<file path="src/rtl/tpg_pkg.sv">
`timescale 1ns/1ps
package tpg_pkg;

    localparam int TICK_W = 16;
    localparam int GCODE_W = 3;

    // Period of a granularity code, counted in 10 us common ticks
    function automatic logic [TICK_W-1:0] gran_ticks(input logic [GCODE_W-1:0] code);
        logic [TICK_W-1:0] t;
        case (code)
            3'd0:    t = 16'd1;
            3'd1:    t = 16'd2;
            3'd2:    t = 16'd5;
            3'd3:    t = 16'd10;
            3'd4:    t = 16'd100;
            3'd5:    t = 16'd1000;
            3'd6:    t = 16'd10000;
            default: t = 16'd65535;
        endcase
        return t;
    endfunction

endpackage

</file>
<file path="src/rtl/tpg_divider.sv">
`timescale 1ns/1ps
module tpg_divider #(
    parameter int DIV_W   = 9,
    parameter int RST_DIV = 191
) (
    input  logic             clk,
    input  logic             rst_n,
    input  logic             ref_tick,
    input  logic             wr,
    input  logic [DIV_W-1:0] wr_val,
    input  logic             wr_en,
    output logic             tick,
    output logic             en,
    output logic [DIV_W-1:0] val,
    output logic [DIV_W-1:0] cnt
);

    localparam logic [DIV_W-1:0] RST_VAL = DIV_W'(RST_DIV);

    typedef struct packed {
        logic             en;
        logic [DIV_W-1:0] val;
        logic [DIV_W-1:0] cnt;
    } div_state_t;

    div_state_t s_q, s_d;

    assign tick = s_q.en & ref_tick & (s_q.cnt == s_q.val);

    always_comb begin
        s_d = s_q;
        // Counter parks at zero while stopped so a restart begins a full ratio
        if (!s_q.en) begin
            s_d.cnt = '0;
        end else if (tick) begin
            s_d.cnt = '0;
        end else if (ref_tick) begin
            s_d.cnt = s_q.cnt + 1'b1;
        end
        if (wr) begin
            if (!s_q.en) begin
                s_d.val = wr_val;
            end
            s_d.en = wr_en;
        end
    end

    always_ff @(posedge clk) begin
        if (!rst_n) begin
            s_q <= '{en: 1'b0, val: RST_VAL, cnt: '0};
        end else begin
            s_q <= s_d;
        end
    end

    assign en  = s_q.en;
    assign val = s_q.val;
    assign cnt = s_q.cnt;

endmodule

</file>
<file path="src/rtl/tpg_pulse_gen.sv">
`timescale 1ns/1ps
module tpg_pulse_gen #(
    parameter int CODE_W   = tpg_pkg::GCODE_W,
    parameter int CNT_W    = tpg_pkg::TICK_W,
    parameter int RST_CODE = 3
) (
    input  logic              clk,
    input  logic              rst_n,
    input  logic              tick,
    input  logic              code_wr,
    input  logic [CODE_W-1:0] code_in,
    output logic              pulse,
    output logic [CODE_W-1:0] code,
    output logic [CNT_W-1:0]  cnt
);

    typedef struct packed {
        logic [CODE_W-1:0] code;
        logic [CNT_W-1:0]  cnt;
        logic              pulse;
    } gen_state_t;

    gen_state_t s_q, s_d;
    logic [CNT_W-1:0] last_d;

    assign last_d = CNT_W'(tpg_pkg::gran_ticks(s_q.code)) - 1'b1;

    always_comb begin
        s_d       = s_q;
        s_d.pulse = 1'b0;
        if (code_wr && (code_in != s_q.code)) begin
            s_d.code = code_in;
            s_d.cnt  = '0;
        end else if (tick) begin
            if (s_q.cnt == last_d) begin
                s_d.cnt   = '0;
                s_d.pulse = 1'b1;
            end else begin
                s_d.cnt = s_q.cnt + 1'b1;
            end
        end
    end

    always_ff @(posedge clk) begin
        if (!rst_n) begin
            s_q <= '{code: CODE_W'(RST_CODE), cnt: '0, pulse: 1'b0};
        end else begin
            s_q <= s_d;
        end
    end

    assign pulse = s_q.pulse;
    assign code  = s_q.code;
    assign cnt   = s_q.cnt;

endmodule

</file>
<file path="src/rtl/tick_pulse_gen.sv">
`timescale 1ns/1ps
module tick_pulse_gen #(
    parameter int NUM_GEN = 3,
    parameter int DIV_W   = 9,
    parameter int CFG_W   = 32,
    parameter int CODE_W  = tpg_pkg::GCODE_W,
    parameter int CNT_W   = tpg_pkg::TICK_W,
    parameter int RST_DIV = 191,
    parameter logic [NUM_GEN*CODE_W-1:0] RST_CODES = {3'd4, 3'd4, 3'd3}
) (
    input  logic               clk,
    input  logic               rst_n,
    input  logic               ref_tick,
    input  logic               cfg_we,
    input  logic               cfg_sel,
    input  logic [CFG_W-1:0]   cfg_wdata,
    output logic [NUM_GEN-1:0] pulse
);

    logic                      com_tick;
    logic                      div_en;
    logic [DIV_W-1:0]          div_val;
    logic [DIV_W-1:0]          div_cnt;
    logic                      div_wr;
    logic                      gran_wr;
    logic [NUM_GEN*CODE_W-1:0] gen_code;
    logic [NUM_GEN*CNT_W-1:0]  gen_cnt;
    logic                      unused_cfg;

    assign div_wr     = cfg_we & ~cfg_sel;
    assign gran_wr    = cfg_we & cfg_sel;
    assign unused_cfg = ^cfg_wdata;

    tpg_divider #(
        .DIV_W   (DIV_W),
        .RST_DIV (RST_DIV)
    ) u_div (
        .clk      (clk),
        .rst_n    (rst_n),
        .ref_tick (ref_tick),
        .wr       (div_wr),
        .wr_val   (cfg_wdata[DIV_W-1:0]),
        .wr_en    (cfg_wdata[CFG_W-1]),
        .tick     (com_tick),
        .en       (div_en),
        .val      (div_val),
        .cnt      (div_cnt)
    );

    for (genvar g = 0; g < NUM_GEN; g++) begin : g_gen
        tpg_pulse_gen #(
            .CODE_W   (CODE_W),
            .CNT_W    (CNT_W),
            .RST_CODE (int'(RST_CODES[g*CODE_W +: CODE_W]))
        ) u_gen (
            .clk     (clk),
            .rst_n   (rst_n),
            .tick    (com_tick),
            .code_wr (gran_wr),
            .code_in (cfg_wdata[g*CODE_W +: CODE_W]),
            .pulse   (pulse[g]),
            .code    (gen_code[g*CODE_W +: CODE_W]),
            .cnt     (gen_cnt[g*CNT_W +: CNT_W])
        );
    end

endmodule

</file>
<file path="config.mk">
export PLATFORM = sky130hd
export DESIGN_NAME = tick_pulse_gen
export DESIGN_NICKNAME = d
export VERILOG_FILES = /design/src/rtl/tpg_pkg.sv /design/src/rtl/tpg_divider.sv /design/src/rtl/tpg_pulse_gen.sv /design/src/rtl/tick_pulse_gen.sv
export SDC_FILE = /design/constraint.sdc
export NUM_CORES = 1
export LEC_CHECK = 0
export BUFFER_PORTS_ARGS = -buffer_cell sky130_fd_sc_hd__clkbuf_2
export CORE_AREA = 2 2 101 103
export CTS_CLUSTER_SIZE = 28
export DETAILED_ROUTE_END_ITERATION = 10
export DIE_AREA = 0 0 103 105
export PLACE_DENSITY = 0.76
export REMOVE_ABC_BUFFERS = 1
export SYNTH_ARGS = -nofsm -noshare
export SYNTH_HDL_FRONTEND = slang
export SYNTH_SLANG_ARGS = --single-unit
</file>
<file path="constraint.sdc">
create_clock -name clk -period 2.8 [get_ports clk]
set_input_delay 0.14 -clock clk [delete_from_list [all_inputs] [get_ports clk]]
set_output_delay 0.14 -clock clk [all_outputs]
set_load 0.02 [all_outputs]
</file>
==> run summary, run 1 <==
status = finished clean
reg2reg path depth = 10
global-route wire length before repair = 20700 um
CTS tree = done
critical path launch point = g_gen[0].u_gen.code[2]
fmax = 0.386 GHz
async set-reset flop share out of synthesis = 0%
I/O Buffers = 17
Clock transition at path regs = 0.10 ns
All-Layer GR Usage = 23.3%
die height = 105 um
Worst R2R Start = g_gen[0].u_gen.code[2]
root buf cell = clkbuf_8
cell depth of the worst setup path = 10
critical-path cell list = inv_1, o21ai_0, ha_1, or3b_2, o22ai_1, nand3_1, o2bb2a_1, and4_1, buf_12, and2_1
Clock Skew = 0.0163 ns
initial antenna violation count = 0
drt first pass iters = 5
Setup crit end kind = flop
leakage = 2.06 nW
die width = 103 um
area grow syn2layout = 7.53%
Synth Area per Inst = 7.76 um^2
CP arrival = 2.89 ns
post-synthesis cell count = 675
ys flop type = dfxtp_1
relative slew slack = 59.9%
CP startpoint kind = flop
Initial Utilization = 54.3%
Post-synth EDFFs = 0
RSZ-0062 raised after global routing = no
post-DP HPWL = 8450 um
delay-heaviest family, CP = simple AND/OR/NAND/NOR gates
slew of the pin with the lowest slew margin = 0.600 ns
largest net degree at the start of global routing = 25
Crit Path Category = flop to flop
clk_lat worst skew = 0.37 ns
final setup vio count = 0
Cell Rows = 36
Hold WC Path Type = input port to flop
CP endpoint = g_gen[0].u_gen.pulse
final antenna-violating net count = 0
R2R setup slack = 0.21 ns
period utilisation layout = 92.5%
post-synthesis cell area = 5240 um^2
worst vdd ir = 259 uV
CTS sink cnt = 79
# H-tree levels = 3
routed vias/inst = 5.92
layout cells sized above 1 = 11.1%
Critical Path Max Stage Delay = 0.51 ns
grt ovf = 0
TritonCTS Buffers = 9
hold buffer count at cts = 0
Worst Path Buf+Inv = 2
CP max stage cell = dfxtp_1
First DRT Iteration DRCs = 282
Final Hold Fails = 0
R2R Path End = g_gen[0].u_gen.pulse
Slew Viols, Final = 0
die area = 10800 um^2
post-CTS setup repair buffer count = 0
Via Count = 4777
max cap viols = 0
vias in the first global route = 4535
Power Density = 428 nW/um^2
IO Pins = 40
fin crit period = 2.59 ns
post-cts gate resize count = 0
setup_tns = 0 ns
Final nets = 713
crit-path max FO = 17
CP required = 3.10 ns
clk buf depth = 2
number of synthesized register bits = 79
Routed wire per std cell = 14.9 um
Yosys cell types = 66
hold depth = 3
WL final = 12000 um
drt drc = 0
sequential-to-total area share from yosys stat = 30.2%
n_diodes = 0
routability congestion estimate from global placement = 0.899
total power = 2.41 mW
YS warnings = 0
CORE AREA = 9640 um^2
==> report_power, final <==
part           internal, mW  total, mW  switching (mW)
logic                 0.113      0.254           0.141
clock network         0.524      0.999           0.475
registers              1.14       1.16          0.0190
==> registers in the layout, summed over array words and instances, names as in the netlist <==
| name | cells |
|---|---|
| g_gen.u_gen.cnt | 48 |
| g_gen.u_gen.code | 9 |
| g_gen.u_gen.pulse | 3 |
| u_div.cnt | 9 |
| u_div.en | 1 |
| u_div.val | 9 |
==> per-stage QoR <==
step	util, %	hold slack, ns	std cells	instance area [um^2]	setup slack, ns
3_3_place_gp	56.0	0.402	791	5400	0.274
3_5_place_dp	56.0	0.409	791	5400	0.258
6_report	58.4	0.0388	807	5630	0.210
4_1_cts	58.4	0.0276	807	5630	0.225
5_1_grt	58.4	0.0433	807	5630	0.0170
2_1_floorplan	-	0.212	616	4950	-0.227
==> layer usage <==
metal	track usage [%]	share of wire, %	vias to the layer above
li1	-	-	2368
met1	30.4	46	2261
met2	38.1	48	128
met3	5.28	4.6	20
met4	6.86	1.2	0
met5	0	0	-
==> logic make-up after synthesis <==
group           Yosys count  synth area share, %
simple gates            334                 34.5
compound gates          100                 13.0
xor+xnor                 73                 12.2
fa+ha+maj                 7                 1.67
flops                    79                 30.2
buf+inv                  72                 6.50
mux                      10                 1.94
==> cell type report <==
| cell class | instances | area [um^2] |
|---|---|---|
| Fill cell | 907 | 4010 |
| Inverter | 13 | 48.8 |
| Clock buffer | 9 | 124 |
| Timing Repair Buffer | 42 | 285 |
| Sequential cell | 79 | 1580 |
| Clock inverter | 7 | 110 |
| Multi-Input combinational cell | 524 | 3320 |
| Tap cell | 133 | 166 |
==> cell usage in the layout, fill, tap and decap left out, types with 5 or more instances in the layout <==
cell / Yosys / routed
nand2b_1: 11 / 11
clkbuf_2: 1 / 17
nor2b_1: 8 / 8
nor3b_1: 17 / 17
o21ai_0: 26 / 26
nor2_1: 56 / 56
xor2_1: 39 / 39
nand3_1: 36 / 36
a21oi_1: 14 / 14
buf_4: 5 / 24
clkbuf_8: 0 / 9
and3_1: 9 / 9
inv_1: 13 / 13
nor4_1: 28 / 28
nand2_1: 89 / 89
nand4_1: 21 / 21
xnor2_1: 34 / 34
and4_1: 6 / 6
nand3b_1: 5 / 5
mux2i_1: 9 / 9
ha_1: 7 / 7
and2_1: 11 / 11
nor3_1: 12 / 12
a21boi_0: 9 / 9
o21a_1: 5 / 5
o22ai_1: 5 / 5
dfxtp_1: 79 / 79
==> worst min-delay path by stage <==
stage,from,endpoint,slack (ns)
global placement,cfg_wdata[31],u_div.en,0.40
finish,cfg_wdata[6],g_gen[2].u_gen.code[0],0.04
CTS,cfg_wdata[6],g_gen[2].u_gen.code[0],0.03
detailed placement,cfg_wdata[3],u_div.val[3],0.41
floorplan,rst_n,g_gen[0].u_gen.code[0],0.21
global route,cfg_wdata[8],g_gen[2].u_gen.code[2],0.04
==> synthesized netlist by cell type (7+ instances only) <==
| cell type | number | share of area [%] |
|---|---|---|
| nand2_1 | 89 | 6.4 |
| dfxtp_1 | 79 | 30 |
| nor2_1 | 56 | 4.0 |
| xor2_1 | 39 | 6.5 |
| nand3_1 | 36 | 3.4 |
| xnor2_1 | 34 | 5.7 |
| clkbuf_1 | 29 | 2.1 |
| nor4_1 | 28 | 3.3 |
| o21ai_0 | 26 | 2.5 |
| nand4_1 | 21 | 2.5 |
| nor3b_1 | 17 | 2.4 |
| buf_2 | 16 | 1.5 |
| a21oi_1 | 14 | 1.3 |
| inv_1 | 13 | 0.93 |
| nor3_1 | 12 | 1.1 |
| and2_1 | 11 | 1.3 |
| nand2b_1 | 11 | 1.3 |
| a21boi_0 | 9 | 1.3 |
| and3_1 | 9 | 1.1 |
| mux2i_1 | 9 | 1.7 |
| nor2b_1 | 8 | 0.96 |
| ha_1 | 7 | 1.7 |
==> worst min-delay path: cells and delay by family <==
| kind | cells | cell delay, ns |
|---|---|---|
| compound gates | 1 | 0.06 |
| buf+inv | 1 | 0.11 |
| simple gates | 1 | 0.05 |
Power figures use the tool's default switching activity.
==> run 2, diff against run 1 <==
- CORE_AREA: 2 2 101 103 -> 2 2 110 112
- DIE_AREA: 0 0 103 105 -> 0 0 112 114
- PLACE_DENSITY: 0.76 -> 0.65
==> run 2 against run 1 <==
Critical path depth unchanged. Global-route usage down 2.9 points. Die area up 18%. Final cell count up 1.9%. Largest cell class unchanged. Largest power group is now the clock network.
==> run summary, run 2 (synthesized netlist as in run 1, its figures left out) <==
clk buf depth = 2 (unchanged)
# H-tree levels = 3 (unchanged)
Clock transition at path regs = 0.07 ns (was 0.10 ns)
Layout Cells excl Fill = 822 (was 807)
Multi-input gate area = 3320 um^2 (unchanged)
n_diodes = 0 (unchanged)
Routed wire per std cell = 15.2 um (was 14.9 um)
CP required = 3.09 ns (was 3.10 ns)
post-DP HPWL = 8800 um (was 8450 um)
grt ovf = 0 (unchanged)
worst vdd ir = 351 uV (was 259 uV)
CTS tree = done (unchanged)
Crit Path Category = flop to flop (unchanged)
commonest cells after routing, fill and taps aside = nand2_1, dfxtp_1, nor2_1 (unchanged)
root buf cell = clkbuf_16 (was clkbuf_8)
Cell Rows = 40 (was 36)
vias in the first global route = 4511 (was 4535)
utilization after layout = 48.8% (was 58.4%)
area grow syn2layout = 9.15% (was 7.53%)
Via Count = 4742 (was 4777)
Hold WC Path Type = input port to flop (unchanged)
routability congestion estimate from global placement = 0.917 (was 0.899)
relative slew slack = 59.0% (was 59.9%)
Final Hold Fails = 0 (unchanged)
period utilisation layout = 91.0% (was 92.5%)
Placed Instances = 806 (was 791)
slew of the pin with the lowest slew margin = 0.614 ns (was 0.600 ns)
Initial Utilization = 44.7% (was 54.3%)
commonest non-fill, non-tap cell in the layout = nand2_1 (unchanged)
final setup vio count = 0 (unchanged)
Final nets = 714 (was 713)
initial antenna violation count = 0 (unchanged)
All-Layer GR Usage = 20.4% (was 23.3%)
layout cells sized above 1 = 11.7% (was 11.1%)
Slew Viols, Final = 0 (unchanged)
leakage = 2.09 nW (was 2.06 nW)
fmax = 0.393 GHz (was 0.386 GHz)
max FFs per register = 48 (unchanged)
clk_lat worst skew = 0.35 ns (was 0.37 ns)
FILL cells = 1166 (was 907)
Critical Path Max Stage Delay = 0.51 ns (about the same)
CTS sink cnt = 79 (unchanged)
Clock Skew = 0.00995 ns (was 0.0163 ns)
largest net degree at the start of global routing = 24 (was 25)
RSZ-0062 raised after global routing = no (unchanged)
die width = 112 um (was 103 um)
I/O Buffers = 17 (unchanged)
CP startpoint kind = flop (unchanged)
Worst Path Buf+Inv = 1 (was 2)
Power Density = 459 nW/um^2 (was 428 nW/um^2)
drt first pass iters = 5 (unchanged)
die area = 12800 um^2 (was 10800 um^2)
CP max stage cell = or3b_2 (was dfxtp_1)
CP arrival = 2.84 ns (was 2.89 ns)
global-route wire length before repair = 21500 um (was 20700 um)
delay-heaviest family, CP = simple AND/OR/NAND/NOR gates (unchanged)
max cap viols = 0 (unchanged)
hold buffer count at cts = 0 (unchanged)
routed vias/inst = 5.77 (was 5.92)
post-cts gate resize count = 0 (unchanged)
final antenna-violating net count = 0 (unchanged)
WL final = 12500 um (was 12000 um)
status = finished clean (unchanged)
die height = 114 um (was 105 um)
CORE AREA = 11700 um^2 (was 9640 um^2)
fin crit period = 2.55 ns (was 2.59 ns)
drt drc = 0 (unchanged)
Setup crit end kind = flop (unchanged)
sequential cell area = 1590 um^2 (was 1580 um^2)
crit-path max FO = 17 (unchanged)
TritonCTS Buffers = 9 (unchanged)
post-CTS setup repair buffer count = 0 (unchanged)
First DRT Iteration DRCs = 427 (was 282)
IO Pins = 40 (unchanged)
critical-path cell list = and3_1, nor2_1, ha_1, or3b_2, o22ai_1, nand3_1, o2bb2a_1, and4_1, buf_4, and2_1 (was inv_1, o21ai_0, ha_1, or3b_2, o22ai_1, nand3_1, o2bb2a_1, and4_1, buf_12, and2_1)
==> run 2: cell count changes in the layout (fill, tap and decap cells not counted), moves of 2 or more <==
cell,previous run,this run
dfxtp_1,79,76
buf_4,24,26
clkbuf_16,0,9
inv_6,1,3
clkbuf_8,9,0
dfxtp_2,0,3
inv_8,3,0
==> run 2: through the flow <==
step                cell area (um^2)  worst slack [ns]  TNS [ns]  hold WS [ns]  power [mW]
finish                          5720             0.253         0        0.0449        2.62
floorplan                       4950            -0.227     -5.30         0.212        1.35
global route                    5720            0.0240         0        0.0507        2.73
global placement                5410             0.209         0         0.401        1.43
detailed placement              5410             0.169         0         0.405        1.44
CTS                             5710             0.128         0        0.0336        2.66
==> run 2: power by group <==
| group | total [mW] | switching [mW] | internal [mW] |
|---|---|---|---|
| Sequential | 1.16 | 0.0202 | 1.14 |
| Clock | 1.20 | 0.505 | 0.700 |
| Combinational | 0.257 | 0.143 | 0.115 |
| Total | 2.62 | 0.668 | 1.95 |
==> run 2: layout make-up <==
type	count	share of cell area, %
Sequential cell	79	27.7
Multi-Input combinational cell	524	58.0
Clock buffer	9	3.94
Timing Repair Buffer	43	4.90
Clock inverter	7	1.36
Tap cell	147	3.22
Inverter	13	0.854
==> run 2: routing by layer <==
layer  part of all wire (%)  up-vias  wire, um  GRT usage (%)
met3                    4.0       21       498           4.41
met2                     47      103      5810           32.7
li1                       -     2364         -              -
met4                    2.1        0       262           9.92
met1                     47     2254      5920           26.3
met5                      0        -         0              0
==> run 2: worst paths after layout <==
| kind | startpoint | endpoint | slack (ns) | depth (start not counted) |
|---|---|---|---|---|
| worst max-delay path | g_gen[0].u_gen.code[1] | g_gen[0].u_gen.pulse | 0.25 | 10 |
| worst min-delay path | cfg_wdata[31] | u_div.en | 0.04 | 3 |
| worst max register to register | g_gen[0].u_gen.code[1] | g_gen[0].u_gen.pulse | 0.25 | 10 |
| worst min register to register | u_div.val[3] | u_div.val[3] | 0.49 | 2 |
==> run 2: worst register-to-register path: cells and delay by family (launching register included) <==
| family | cells | cell delay [ns] |
|---|---|---|
| adders and majority gates | 1 | 0.22 |
| and+or+nand+nor | 6 | 1.25 |
| buffers and inverters | 1 | 0.23 |
| DFF | 1 | 0.37 |
| AOI/OAI and AO/OA | 2 | 0.41 |
==> run 3, diff against run 2 <==
- CORE_AREA: 2 2 110 112 -> 2 2 123 101
- DIE_AREA: 0 0 112 114 -> 0 0 125 103
==> run 3 against run 2 <==
Via count grew 0.49%. Sequential cell count did not move. Fmax grew 1.4%. Total power increased by 1.2%. Non-clock buffer count decreased by 1. Cell area increased by 0.35%. Final cell count grew 0.49%. Die area grew 0.84%. Critical path type unchanged. Largest power group unchanged. Highest routed layer unchanged.
==> run summary, run 3 (synthesized netlist as in run 1, its figures left out) <==
CORE AREA = 11800 um^2 (was 11700 um^2)
setup_tns = 0 ns (unchanged)
n_diodes = 0 (unchanged)
final setup vio count = 0 (unchanged)
period utilisation layout = 89.7% (was 91.0%)
routed vias/inst = 5.77 (about the same)
Hold WC Path Type = input port to flop (unchanged)
Initial Utilization = 44.4% (was 44.7%)
initial antenna violation count = 0 (unchanged)
setup slack after layout = 0.288 ns (was 0.253 ns)
Clock transition at path regs = 0.07 ns (about the same)
relative slew slack = 58.0% (was 59.0%)
vias in the first global route = 4344 (was 4511)
WL final = 12400 um (was 12500 um)
# H-tree levels = 3 (unchanged)
grt ovf = 0 (unchanged)
Routed wire per std cell = 15.0 um (was 15.2 um)
Sw Pwr = 670 uW (was 668 uW)
layout cells sized above 1 = 11.3% (was 11.7%)
slew of the pin with the lowest slew margin = 0.624 ns (was 0.614 ns)
Final nets = 713 (was 714)
crit-path max FO = 17 (unchanged)
area grow syn2layout = 9.53% (was 9.15%)
CTS tree = done (unchanged)
Power Density = 463 nW/um^2 (was 459 nW/um^2)
clk_lat worst skew = 0.34 ns (was 0.35 ns)
utilization after layout = 48.6% (was 48.8%)
Pint = 1.99 mW (was 1.95 mW)
drt first pass iters = 5 (unchanged)
Via Count = 4765 (was 4742)
First DRT Iteration DRCs = 412 (was 427)
Setup crit end kind = flop (unchanged)
All-Layer GR Usage = 19.2% (was 20.4%)
post-CTS setup repair buffer count = 0 (unchanged)
CP arrival = 2.79 ns (was 2.84 ns)
Final Hold Fails = 0 (unchanged)
drt drc = 0 (unchanged)
CP startpoint kind = flop (unchanged)
CP required = 3.08 ns (was 3.09 ns)
TritonCTS Buffers = 9 (unchanged)
die width = 125 um (was 112 um)
clk buf depth = 2 (unchanged)
die area = 12900 um^2 (was 12800 um^2)
status = finished clean (unchanged)
switching share of total power = 25.2% (was 25.5%)
leakage = 2.09 nW (about the same)
max FFs per register = 48 (unchanged)
commonest non-fill, non-tap cell in the layout = nand2_1 (unchanged)
fmax = 0.398 GHz (was 0.393 GHz)
clock share of power = 46.6% (was 45.9%)
Crit Path Category = flop to flop (unchanged)
commonest cells after routing, fill and taps aside = nand2_1, dfxtp_1, nor2_1 (unchanged)
I/O Buffers = 17 (unchanged)
total power = 2.65 mW (was 2.62 mW)
post-cts gate resize count = 0 (unchanged)
Slew Viols, Final = 0 (unchanged)
post-DP HPWL = 8750 um (was 8800 um)
final antenna-violating net count = 0 (unchanged)
global-route wire length before repair = 20700 um (was 21500 um)
IO Pins = 40 (unchanged)
Clock Skew = 0.00702 ns (was 0.00995 ns)
die height = 103 um (was 114 um)
Comb pwr share = 9.7% (was 9.8%)
routability congestion estimate from global placement = 0.862 (was 0.917)
largest net degree at the start of global routing = 24 (unchanged)
worst vdd ir = 339 uV (was 351 uV)
RSZ-0062 raised after global routing = no (unchanged)
max cap viols = 0 (unchanged)
dpl ws = 0.229 ns (was 0.169 ns)
Reg power frac = 43.7% (was 44.3%)
hold buffer count at cts = 0 (unchanged)
post-route cell area = 5740 um^2 (was 5720 um^2)
root buf cell = clkbuf_16 (unchanged)
Placement Cell Area = 5420 um^2 (was 5410 um^2)
fin crit period = 2.51 ns (was 2.55 ns)
CTS sink cnt = 79 (unchanged)
Cell Rows = 36 (was 40)
-- run 3: layout make-up --
class | count | area, um^2
clock inverters | 6 | 75.1
flip-flops and latches | 79 | 1580
multi-input cells | 524 | 3320
fillers | 1125 | 6060
well taps | 152 | 190
clock buffers | 10 | 239
inverters | 13 | 48.8
repair buffers | 42 | 285
-- run 3: critical path: stages (launching register included) --
cell and delay (ns):
dfxtp_1 0.39, and3_1 0.23, nor2_1 0.10, ha_1 0.21, or3b_2 0.51, o22ai_1 0.17
nand3_1 0.08, o2bb2a_1 0.24, and4_1 0.23, buf_12 0.16, and2_1 0.13
-- run 3: power groups by stage --
stage          combinational (mW)  clock, mW  sequential (mW)
2_1_floorplan               0.157          0             1.20
3_3_place_gp                0.249          0             1.18
3_5_place_dp                0.254          0             1.18
4_1_cts                     0.256       1.26             1.16
5_1_grt                     0.286       1.31             1.16
6_report                    0.257       1.24             1.16
-- run 3: final timing paths --
path	startpoint	to	slack (ns)	cells past startpoint
max	g_gen[0].u_gen.code[1]	g_gen[0].u_gen.pulse	0.29	10
max reg2reg	g_gen[0].u_gen.code[1]	g_gen[0].u_gen.pulse	0.29	10
min reg2reg	u_div.val[8]	u_div.val[8]	0.48	2
min	cfg_wdata[31]	u_div.en	0.06	3
-- run 3: metal layers --
metal	wire length [um]	vias up	GRT usage, %
met5	0	-	0
met4	180	0	6.32
met3	452	18	3.58
met2	5540	88	29.4
met1	6190	2297	27.4
li1	-	2362	-
-- run 3: through the flow --
step                      std cells  hold slack [ns]
after global placement          810            0.407
after CTS                       826           0.0591
after detailed placement        810            0.413
after global routing            826           0.0852
final                           826           0.0602
after floorplan                 616            0.212
